<file path="src/rtl/sup_pkg.sv">
package sup_pkg;

    typedef enum logic [1:0] {
        ST_RUN   = 2'd0,
        ST_CAUSE = 2'd1,
        ST_HOLD  = 2'd2
    } sup_state_e;

endpackage

</file>
<file path="src/rtl/sup_sync2.sv">
module sup_sync2 #(
    parameter int          W       = 1,
    parameter logic [W-1:0] RST_VAL = '0
) (
    input  logic         clk,
    input  logic         rst,
    input  logic [W-1:0] d,
    output logic [W-1:0] q
);

    logic [W-1:0] meta_q;
    logic [W-1:0] stab_q;

    always_ff @(posedge clk) begin
        if (rst) begin
            meta_q <= RST_VAL;
            stab_q <= RST_VAL;
        end else begin
            meta_q <= d;
            stab_q <= meta_q;
        end
    end

    assign q = stab_q;

endmodule

</file>
<file path="src/rtl/sup_glitch_filt.sv">
module sup_glitch_filt #(
    parameter int LEN = 8
) (
    input  logic clk,
    input  logic rst,
    input  logic raw,
    output logic act
);

    localparam int CW = (LEN > 1) ? $clog2(LEN) : 1;
    localparam logic [CW-1:0] CNT_LAST = CW'(LEN - 1);

    logic [CW-1:0] run_cnt;
    logic          act_q;

    always_ff @(posedge clk) begin
        if (rst) begin
            run_cnt <= '0;
            act_q   <= 1'b0;
        end else if (!raw) begin
            run_cnt <= '0;
            act_q   <= 1'b0;
        end else if (run_cnt == CNT_LAST) begin
            act_q   <= 1'b1;
        end else begin
            run_cnt <= run_cnt + 1'b1;
        end
    end

    assign act = act_q;

endmodule

</file>
<file path="src/rtl/sup_wdog.sv">
module sup_wdog #(
    parameter int WD_CYC = 256,
    localparam int WW    = $clog2(WD_CYC + 1)
) (
    input  logic          clk,
    input  logic          rst,
    input  logic          wdi_s,
    input  logic          float_s,
    input  logic          hold_clr,
    output logic          wdi_edge,
    output logic          expire,
    output logic [WW-1:0] wd_cnt
);

    localparam logic [WW-1:0] WD_LAST = WW'(WD_CYC - 1);

    logic          wdi_prev;
    logic [WW-1:0] cnt_q;
    logic          at_limit;

    assign wdi_edge = wdi_s ^ wdi_prev;
    assign at_limit = (cnt_q == WD_LAST);

    always_ff @(posedge clk) begin
        if (rst) begin
            wdi_prev <= 1'b0;
            cnt_q    <= '0;
        end else begin
            wdi_prev <= wdi_s;
            if (hold_clr || wdi_edge || at_limit) begin
                cnt_q <= '0;
            end else begin
                cnt_q <= cnt_q + 1'b1;
            end
        end
    end

    assign expire = at_limit && !float_s && !hold_clr && !wdi_edge;
    assign wd_cnt = cnt_q;

endmodule

</file>
<file path="src/rtl/sup_reset_ctrl.sv">
module sup_reset_ctrl
    import sup_pkg::*;
#(
    parameter int HOLD_CYC    = 64,
    parameter int WD_CYC      = 256,
    parameter int PB_GLITCH   = 8,
    parameter int VLOW_GLITCH = 6
) (
    input  logic clk,
    input  logic rst,
    input  logic vlow_i,
    input  logic pb_n_i,
    input  logic wdi_i,
    input  logic wdi_float_i,
    output logic rst_n_o,
    output logic rst_o
);

    localparam int HW = $clog2(HOLD_CYC + 1);
    localparam int WW = $clog2(WD_CYC + 1);
    localparam logic [HW-1:0] HOLD_LAST = HW'(HOLD_CYC - 1);

    // synchronized inputs: {float, strobe, push-button (active low), supply-low}
    logic [3:0] sync_in;
    logic [3:0] sync_out;
    logic       vlow_s;
    logic       pb_n_s;
    logic       wdi_s;
    logic       float_s;

    assign sync_in = {wdi_float_i, wdi_i, pb_n_i, vlow_i};

    sup_sync2 #(
        .W       (4),
        .RST_VAL (4'b0010)
    ) u_sync (
        .clk (clk),
        .rst (rst),
        .d   (sync_in),
        .q   (sync_out)
    );

    assign vlow_s  = sync_out[0];
    assign pb_n_s  = sync_out[1];
    assign wdi_s   = sync_out[2];
    assign float_s = sync_out[3];

    logic pb_act;
    logic vlow_act;
    logic cause_lvl;

    sup_glitch_filt #(.LEN(PB_GLITCH)) u_pb_filt (
        .clk (clk),
        .rst (rst),
        .raw (!pb_n_s),
        .act (pb_act)
    );

    sup_glitch_filt #(.LEN(VLOW_GLITCH)) u_vlow_filt (
        .clk (clk),
        .rst (rst),
        .raw (vlow_s),
        .act (vlow_act)
    );

    assign cause_lvl = pb_act | vlow_act;

    sup_state_e    state_q;
    sup_state_e    state_d;
    logic [HW-1:0] hold_cnt;
    logic [HW-1:0] hold_cnt_d;
    logic          wd_expire;
    logic          wdi_edge;
    logic [WW-1:0] wd_cnt;
    logic          in_reset;

    sup_wdog #(.WD_CYC(WD_CYC)) u_wdog (
        .clk      (clk),
        .rst      (rst),
        .wdi_s    (wdi_s),
        .float_s  (float_s),
        .hold_clr (in_reset),
        .wdi_edge (wdi_edge),
        .expire   (wd_expire),
        .wd_cnt   (wd_cnt)
    );

    // next-state and hold-timer logic
    always_comb begin
        state_d    = state_q;
        hold_cnt_d = hold_cnt;
        unique case (state_q)
            ST_RUN: begin
                if (cause_lvl) begin
                    state_d    = ST_CAUSE;
                    hold_cnt_d = '0;
                end else if (wd_expire) begin
                    state_d    = ST_HOLD;
                    hold_cnt_d = '0;
                end
            end
            ST_CAUSE: begin
                hold_cnt_d = '0;
                if (!cause_lvl) begin
                    state_d = ST_HOLD;
                end
            end
            ST_HOLD: begin
                if (cause_lvl) begin
                    state_d    = ST_CAUSE;
                    hold_cnt_d = '0;
                end else if (hold_cnt == HOLD_LAST) begin
                    state_d    = ST_RUN;
                    hold_cnt_d = '0;
                end else begin
                    hold_cnt_d = hold_cnt + 1'b1;
                end
            end
            default: begin
                state_d    = ST_HOLD;
                hold_cnt_d = '0;
            end
        endcase
    end

    // state register
    always_ff @(posedge clk) begin
        if (rst) begin
            state_q  <= ST_HOLD;
            hold_cnt <= '0;
        end else begin
            state_q  <= state_d;
            hold_cnt <= hold_cnt_d;
        end
    end

    // outputs
    always_comb begin
        in_reset = (state_q != ST_RUN);
        rst_o    = in_reset;
        rst_n_o  = !in_reset;
    end

endmodule

</file>
<file path="config.mk">
export PLATFORM = sky130hd
export DESIGN_NAME = sup_reset_ctrl
export DESIGN_NICKNAME = d
export VERILOG_FILES = /design/src/rtl/sup_pkg.sv /design/src/rtl/sup_sync2.sv /design/src/rtl/sup_glitch_filt.sv /design/src/rtl/sup_wdog.sv /design/src/rtl/sup_reset_ctrl.sv
export SDC_FILE = /design/constraint.sdc
export NUM_CORES = 1
export LEC_CHECK = 0
export BUFFER_PORTS_ARGS = -buffer_cell sky130_fd_sc_hd__buf_2
export CAP_MARGIN = 20
export CELL_PAD_IN_SITES_DETAIL_PLACEMENT = 2
export CELL_PAD_IN_SITES_GLOBAL_PLACEMENT = 2
export CORE_MARGIN = 8
export CORE_UTILIZATION = 37
export DETAILED_ROUTE_END_ITERATION = 16
export GPL_TIMING_DRIVEN = 1
export PLACE_DENSITY = 0.79
export SYNTH_ARGS = -nofsm -noshare
export SYNTH_HDL_FRONTEND = slang
export SYNTH_SLANG_ARGS = --single-unit
</file>
<file path="constraint.sdc">
create_clock -name clk -period 2.75 [get_ports clk]
set_input_delay 0.275 -clock clk [delete_from_list [all_inputs] [get_ports clk]]
set_output_delay 0.275 -clock clk [all_outputs]
set_load 0.01 [all_outputs]
</file>
# == Word level (Yosys, flattened, before mapping) ==
# Cells that the tools add are included.
# word_totals
register_bits,35
inputBits,6
wordCells,51
# op_classes
n_addsub,4
eq_ne,9
muxes,11
n_bitwise,3
reduce_logical,14
# ops
cell,count
$mux W7,4
$pmux W7 S2,1
$mux W2,5
$add A9 B1 Y9 const B,1
$eq A9 B8 Y1 const B,1
$add A7 B1 Y7 const B,1
$eq A7 B6 Y1 const B,1
$add A3 B1 Y3 const B,2
$eq A3 B3 Y1 const B,2
$pmux W2 S3,1
$reduce_or A2 Y1,3
$logic_and A1 B1 Y1,3
$logic_not A1 Y1,3
$ne A3 B2 Y1 const B,1
$ne A3 B3 Y1 const B,1
$reduce_and A3 Y1,1
$eq A2 B1 Y1 const B,1
$eq A2 B2 Y1 const B,1
$logic_not A2 Y1,1
$logic_or A1 B1 Y1,2
$ne A2 B2 Y1 const B,1
$reduce_bool A2 Y1,1
$not A1 Y1,1
$or A1 B1 Y1,1
$xor A1 B1 Y1,1

# == Longest topological paths before layout ==
# logic_depth
depth_word,7
mapped_depth,8
depth_no_buf,8

# == Modules after synthesis ==
# From an unflattened synthesis, not the netlist that was laid out.
# hier_totals
cells_unflattened,141
hier_area_um2,1416.4
# by_module_without_submodules
module,n_inst,cells_per_inst,area_per_inst_um2
sup_wdog,1,45,436.7
sup_reset_ctrl,1,47,422.9
sup_sync2,1,16,210.2
sup_glitch_filt (u_vlow_filt),1,18,187.7
sup_glitch_filt (u_pb_filt),1,15,158.9

# == Worst setup path before layout ==
# No wires, ideal clock.
# synth_path
kind,register to register
from,reg u_wdog.cnt_q[0] (netlist: u_wdog.wd_cnt[0])
to,reg hold_cnt[5]
setup_time_ns,0.071
t_arrival_ns,2.061
required_time_ns,2.679
slack_ns,0.619
path_stages_with_launch,9
cell_sequence,dfxtp_1 ha_1 nand3_1 nor3_1 ha_1 inv_1 o311a_4 or4_1 a21oi_1
# synth_between
elab_chain_cells,5
# synth_lines
element,line,text
start: declaration,sup_wdog.sv:18,logic [WW-1:0] cnt_q;
start signal: assignment,sup_wdog.sv:33,cnt_q <= cnt_q + 1'b1;
$eq A9 B8 Y1,sup_wdog.sv:22,assign at_limit = (cnt_q == WD_LAST);
$logic_and A1 B1 Y1 (3 in series),sup_wdog.sv:38,assign expire = at_limit && !float_s && !hold_clr && !wdi_edge;
$ne A3 B2 Y1 (no line),-,
end signal: assignment,sup_reset_ctrl.sv:133,hold_cnt <= hold_cnt_d;
end: declaration,sup_reset_ctrl.sv:70,logic [HW-1:0] hold_cnt;
# No other way between the ends.
# A chain may end at the register's enable or synchronous reset.

# == Worst setup path after layout ==
# Same ends and word-level chain as after synthesis.

==> out/summary.json <==
{
  "detail_route.iter0.violations": {"value": 13},
  "timing_worst_slew_pin_value": {"value": 442, "unit": "ps"},
  "finClkSkew": {"value": 9.86, "unit": "ps"},
  "whs_path_depth": {"value": 2},
  "wire_per_inst": {"value": 15.3, "unit": "µm"},
  "drt-pass1-iter-count": {"value": 4},
  "die_span_y": {"value": 77.4, "unit": "µm"},
  "timing.slew.headroom": {"value": 70.3, "unit": "%"},
  "numClockSinks": {"value": 35},
  "critical_path.reg2reg.startpoint": {"value": "u_wdog.wd_cnt[0]"},
  "final_cell_area": {"value": 1570, "unit": "µm²"},
  "core_region_area": {"value": 3630, "unit": "µm²"},
  "ys_top_cells_by_count": {"value": "sky130_fd_sc_hd__dfxtp_1 (35), sky130_fd_sc_hd__nor2_1 (19), sky130_fd_sc_hd__nor2b_1 (8)"},
  "grt_pass1_wl": {"value": 5330, "unit": "µm"},
  "final.fill_count": {"value": 403},
  "synth_fp_nets": {"value": 159},
  "finalMaxSlewViolations": {"value": 0},
  "fin_hold_ws": {"value": 167, "unit": "ps"},
  "grt_antenna_before_repair": {"value": 0},
  "detail-route-antenna-nets": {"value": 0},
  "fin_cells": {"value": 205},
  "synth_cells": {"value": 146},
  "io_buffers": {"value": 7},
  "synth_simple_gate_area_share": {"value": 23.6, "unit": "%"},
  "worst_hold_startpoint": {"value": "pb_n_i"},
  "globalplace.congestion": {"value": 0.701},
  "critPathMaxFanout": {"value": 9},
  "dr_total_vias": {"value": 1068},
  "crit_arrival": {"value": 2580, "unit": "ps"},
  "cts_hold_buf": {"value": 0},
  "setup_fix_buffers_added_after_clock_tree_synthesis": {"value": 0},
  "startpoint_type": {"value": "flip-flop"},
  "detailedPlacementHpwl": {"value": 2230, "unit": "µm"},
  "worst_reg2reg_path_depth": {"value": 8},
  "pin_count_of_the_biggest_net_entering_global_routing": {"value": 20},
  "drt_wl_total": {"value": 3150, "unit": "µm"},
  "dpl-instance-area": {"value": 1470, "unit": "µm²"},
  "pwr_density_cell": {"value": 616, "unit": "nW/µm²"},
  "grt_pass1_vias": {"value": 1139},
  "main_combinational_cell_family_by_area_after_synthesis": {"value": "simple AND/OR/NAND/NOR gates"},
  "final-seq-area": {"value": 701, "unit": "µm²"},
  "cts_tree": {"value": "built"},
  "placedCellCount": {"value": 197},
  "root_buffer": {"value": "sky130_fd_sc_hd__clkbuf_8"},
  "power": {"value": 968, "unit": "µW"},
  "fin_nets": {"value": 169},
  "finalCriticalPeriod": {"value": 2350, "unit": "ps"},
  "synth_compound_area_share": {"value": 9.52, "unit": "%"},
  "mappedNetlistArea": {"value": 1390, "unit": "µm²"},
  "status": {"value": "completed"},
  "cts_repair_resizes": {"value": 0},
  "critical_path.reg2reg.endpoint": {"value": "hold_cnt[5]"},
  "post_synth_fa_ha_maj_area_fraction": {"value": 6.29, "unit": "%"},
  "insertion_delay": {"value": 290, "unit": "ps"},
  "cts_max_level": {"value": 2},
  "clk_transition_reported_paths": {"value": 70, "unit": "ps"},
  "post_synth.cell_area_avg": {"value": 9.54, "unit": "µm²"},
  "type_of_the_worst_setup_path": {"value": "flip-flop to flip-flop"},
  "final_min_period_over_clock_period": {"value": 85.6, "unit": "%"},
  "drt-vias-per-instance": {"value": 5.21},
  "synth_cell_type_count": {"value": 36},
  "cts-root-to-sink-buffers": {"value": 2},
  "finalHoldViolCount": {"value": 0},
  "pin_count": {"value": 8},
  "synth-warning-count": {"value": 0},
  "synth_area_leader_cell": {"value": "sky130_fd_sc_hd__dfxtp_1"},
  "ys_seq_elements": {"value": 35},
  "global_route.overflow_total": {"value": 0},
  "cts_buffers": {"value": 5},
  "multi_input_area": {"value": 648, "unit": "µm²"},
  "vdd_ir_drop_max": {"value": 0.358, "unit": "mV"},
  "route.detailed.drc": {"value": 0},
  "seq_total_area_yosys": {"value": 50.3, "unit": "%"},
  "grt.total_usage": {"value": 11.2, "unit": "%"},
  "die_w": {"value": 77.4, "unit": "µm"},
  "fp-row-count": {"value": 22},
  "initial_utilization": {"value": 38.3, "unit": "%"},
  "report.final.setup_viol": {"value": 0},
  "area_growth": {"value": 12.8, "unit": "%"},
  "highest_attainable_clock_frequency": {"value": 425, "unit": "MHz"},
  "synth.most_common_cell": {"value": "sky130_fd_sc_hd__dfxtp_1"},
  "synth-edff-count": {"value": 0},
  "worstHoldEndpoint": {"value": "u_sync.meta_q[1]"},
  "maxCapViolations": {"value": 0},
  "timing.reg2reg.setup_slack": {"value": 400, "unit": "ps"},
  "synth_largest_type_area_fraction": {"value": 50.3, "unit": "%"},
  "top_ff_cell_synth": {"value": "sky130_fd_sc_hd__dfxtp_1"},
  "post_route_cells_drive_above_1_share": {"value": 12.7, "unit": "%"},
  "p_leak": {"value": 0.577, "unit": "nW"},
  "setup_repair_after_global_routing_missed_its_margin": {"value": "no"},
  "setup.worst_path.end_class": {"value": "flip-flop"},
  "cells_taking_the_most_area_after_synthesis": {"value": "sky130_fd_sc_hd__dfxtp_1 (50%), sky130_fd_sc_hd__ha_1 (6.3%), sky130_fd_sc_hd__nor2_1 (5.1%)"},
  "synth.area.mux_share": {"value": 1.44, "unit": "%"},
  "synth_xor_area_share": {"value": 5.66, "unit": "%"},
  "share_of_synthesized_registers_carrying_an_async_set_or_reset": {"value": 0, "unit": "%"},
  "holdCritPathClass": {"value": "input pin to flip-flop"},
  "insertedDiodeCount": {"value": 0},
  "worst-endpoint-required": {"value": 2970, "unit": "ps"},
  "timing.setup.tns": {"value": 0, "unit": "ps"},
  "die_area": {"value": 5980, "unit": "µm²"}
}
cell usage in the layout, fill, tap and decap left out, drive strengths merged, types with 2 or more instances in the layout:
| cell | count |
|---|---|
| dfxtp | 35 |
| nor2 | 19 |
| nor2b | 8 |
| clkbuf | 8 |
| inv | 7 |
| nand3 | 7 |
| nor3 | 7 |
| a21oi | 7 |
| ha | 7 |
| buf | 7 |
| o21ai | 6 |
| xnor2 | 5 |
| nand2 | 4 |
| xor2 | 4 |
| or3 | 4 |
| or2 | 3 |
| or4 | 2 |
| mux2i | 2 |
per-stage QoR:
step	setup WS, ps	util (%)
3_3_place_gp	523	40.5
6_report	395	43.2
3_5_place_dp	364	40.5
4_1_cts	346	43.2
5_1_grt	222	43.2
2_1_floorplan	619	-
worst max-delay path, stage by stage (launching register included):
cell                      delay (ps)
sky130_fd_sc_hd__dfxtp_1         370
sky130_fd_sc_hd__ha_1            200
sky130_fd_sc_hd__nand3_1         160
sky130_fd_sc_hd__nor3_1          220
sky130_fd_sc_hd__ha_1            230
sky130_fd_sc_hd__inv_1            80
sky130_fd_sc_hd__o311a_4         400
sky130_fd_sc_hd__or4_1           470
sky130_fd_sc_hd__a21oi_1         140
per-layer routing:
layer	GRT usage, %	vias to the layer above	share of wire, %
li1	-	523	-
met1	13.2	518	47
met2	17.4	19	47
met3	4.49	8	3.6
met4	5.66	0	2.4
met5	0	-	0
flip-flops by register name, indices dropped and copies added (netlist names):
signal / flops
u_wdog.wd_cnt: 9
hold_cnt: 7
u_sync.meta_q: 4
u_sync.q: 4
u_pb_filt.run_cnt: 3
u_vlow_filt.run_cnt: 3
state_q: 2
u_pb_filt.act: 1
u_vlow_filt.act: 1
u_wdog.wdi_prev: 1
logic make-up (layout without fill, tap and decap cells):
kind of cell | count (synthesis) | after routing
AND/OR/NAND/NOR | 62 | 62
flip-flops | 35 | 35
XOR/XNOR | 9 | 9
multiplexers | 2 | 2
AO/OA/AOI/OAI | 20 | 20
adder cells (fa/ha/maj) | 7 | 7
buffers and inverters | 11 | 22
worst max path at each step:
| stage | start | endpoint | slack (ps) | cells past startpoint |
|---|---|---|---|---|
| 2_1_floorplan | u_wdog.wd_cnt[0] | hold_cnt[5] | 620 | 8 |
| 3_3_place_gp | u_wdog.wd_cnt[0] | hold_cnt[5] | 520 | 8 |
| 3_5_place_dp | u_wdog.wd_cnt[0] | hold_cnt[5] | 360 | 8 |
| 4_1_cts | u_wdog.wd_cnt[0] | hold_cnt[5] | 350 | 8 |
| 5_1_grt | u_wdog.wd_cnt[0] | hold_cnt[5] | 220 | 8 |
| 6_report | u_wdog.wd_cnt[0] | hold_cnt[5] | 400 | 8 |
power by group:
| group | total (mW) | leakage, nW | internal [mW] | switching, mW |
|---|---|---|---|---|
| logic | 0.0291 | 0.241 | 0.0140 | 0.0151 |
| registers | 0.525 | 0.285 | 0.517 | 0.00745 |
| clock network | 0.414 | 0.0515 | 0.229 | 0.185 |
| total | 0.968 | 0.577 | 0.760 | 0.208 |
cell type report:
cell class / count / share of cell area [%]
sequential: 35 / 44.6
multi-input combinational: 100 / 41.3
clock buffer: 8 / 6.37
tap: 48 / 3.82
timing repair buffer: 7 / 2.23
inverter: 7 / 1.67
(Power assumes the default switching activity.)
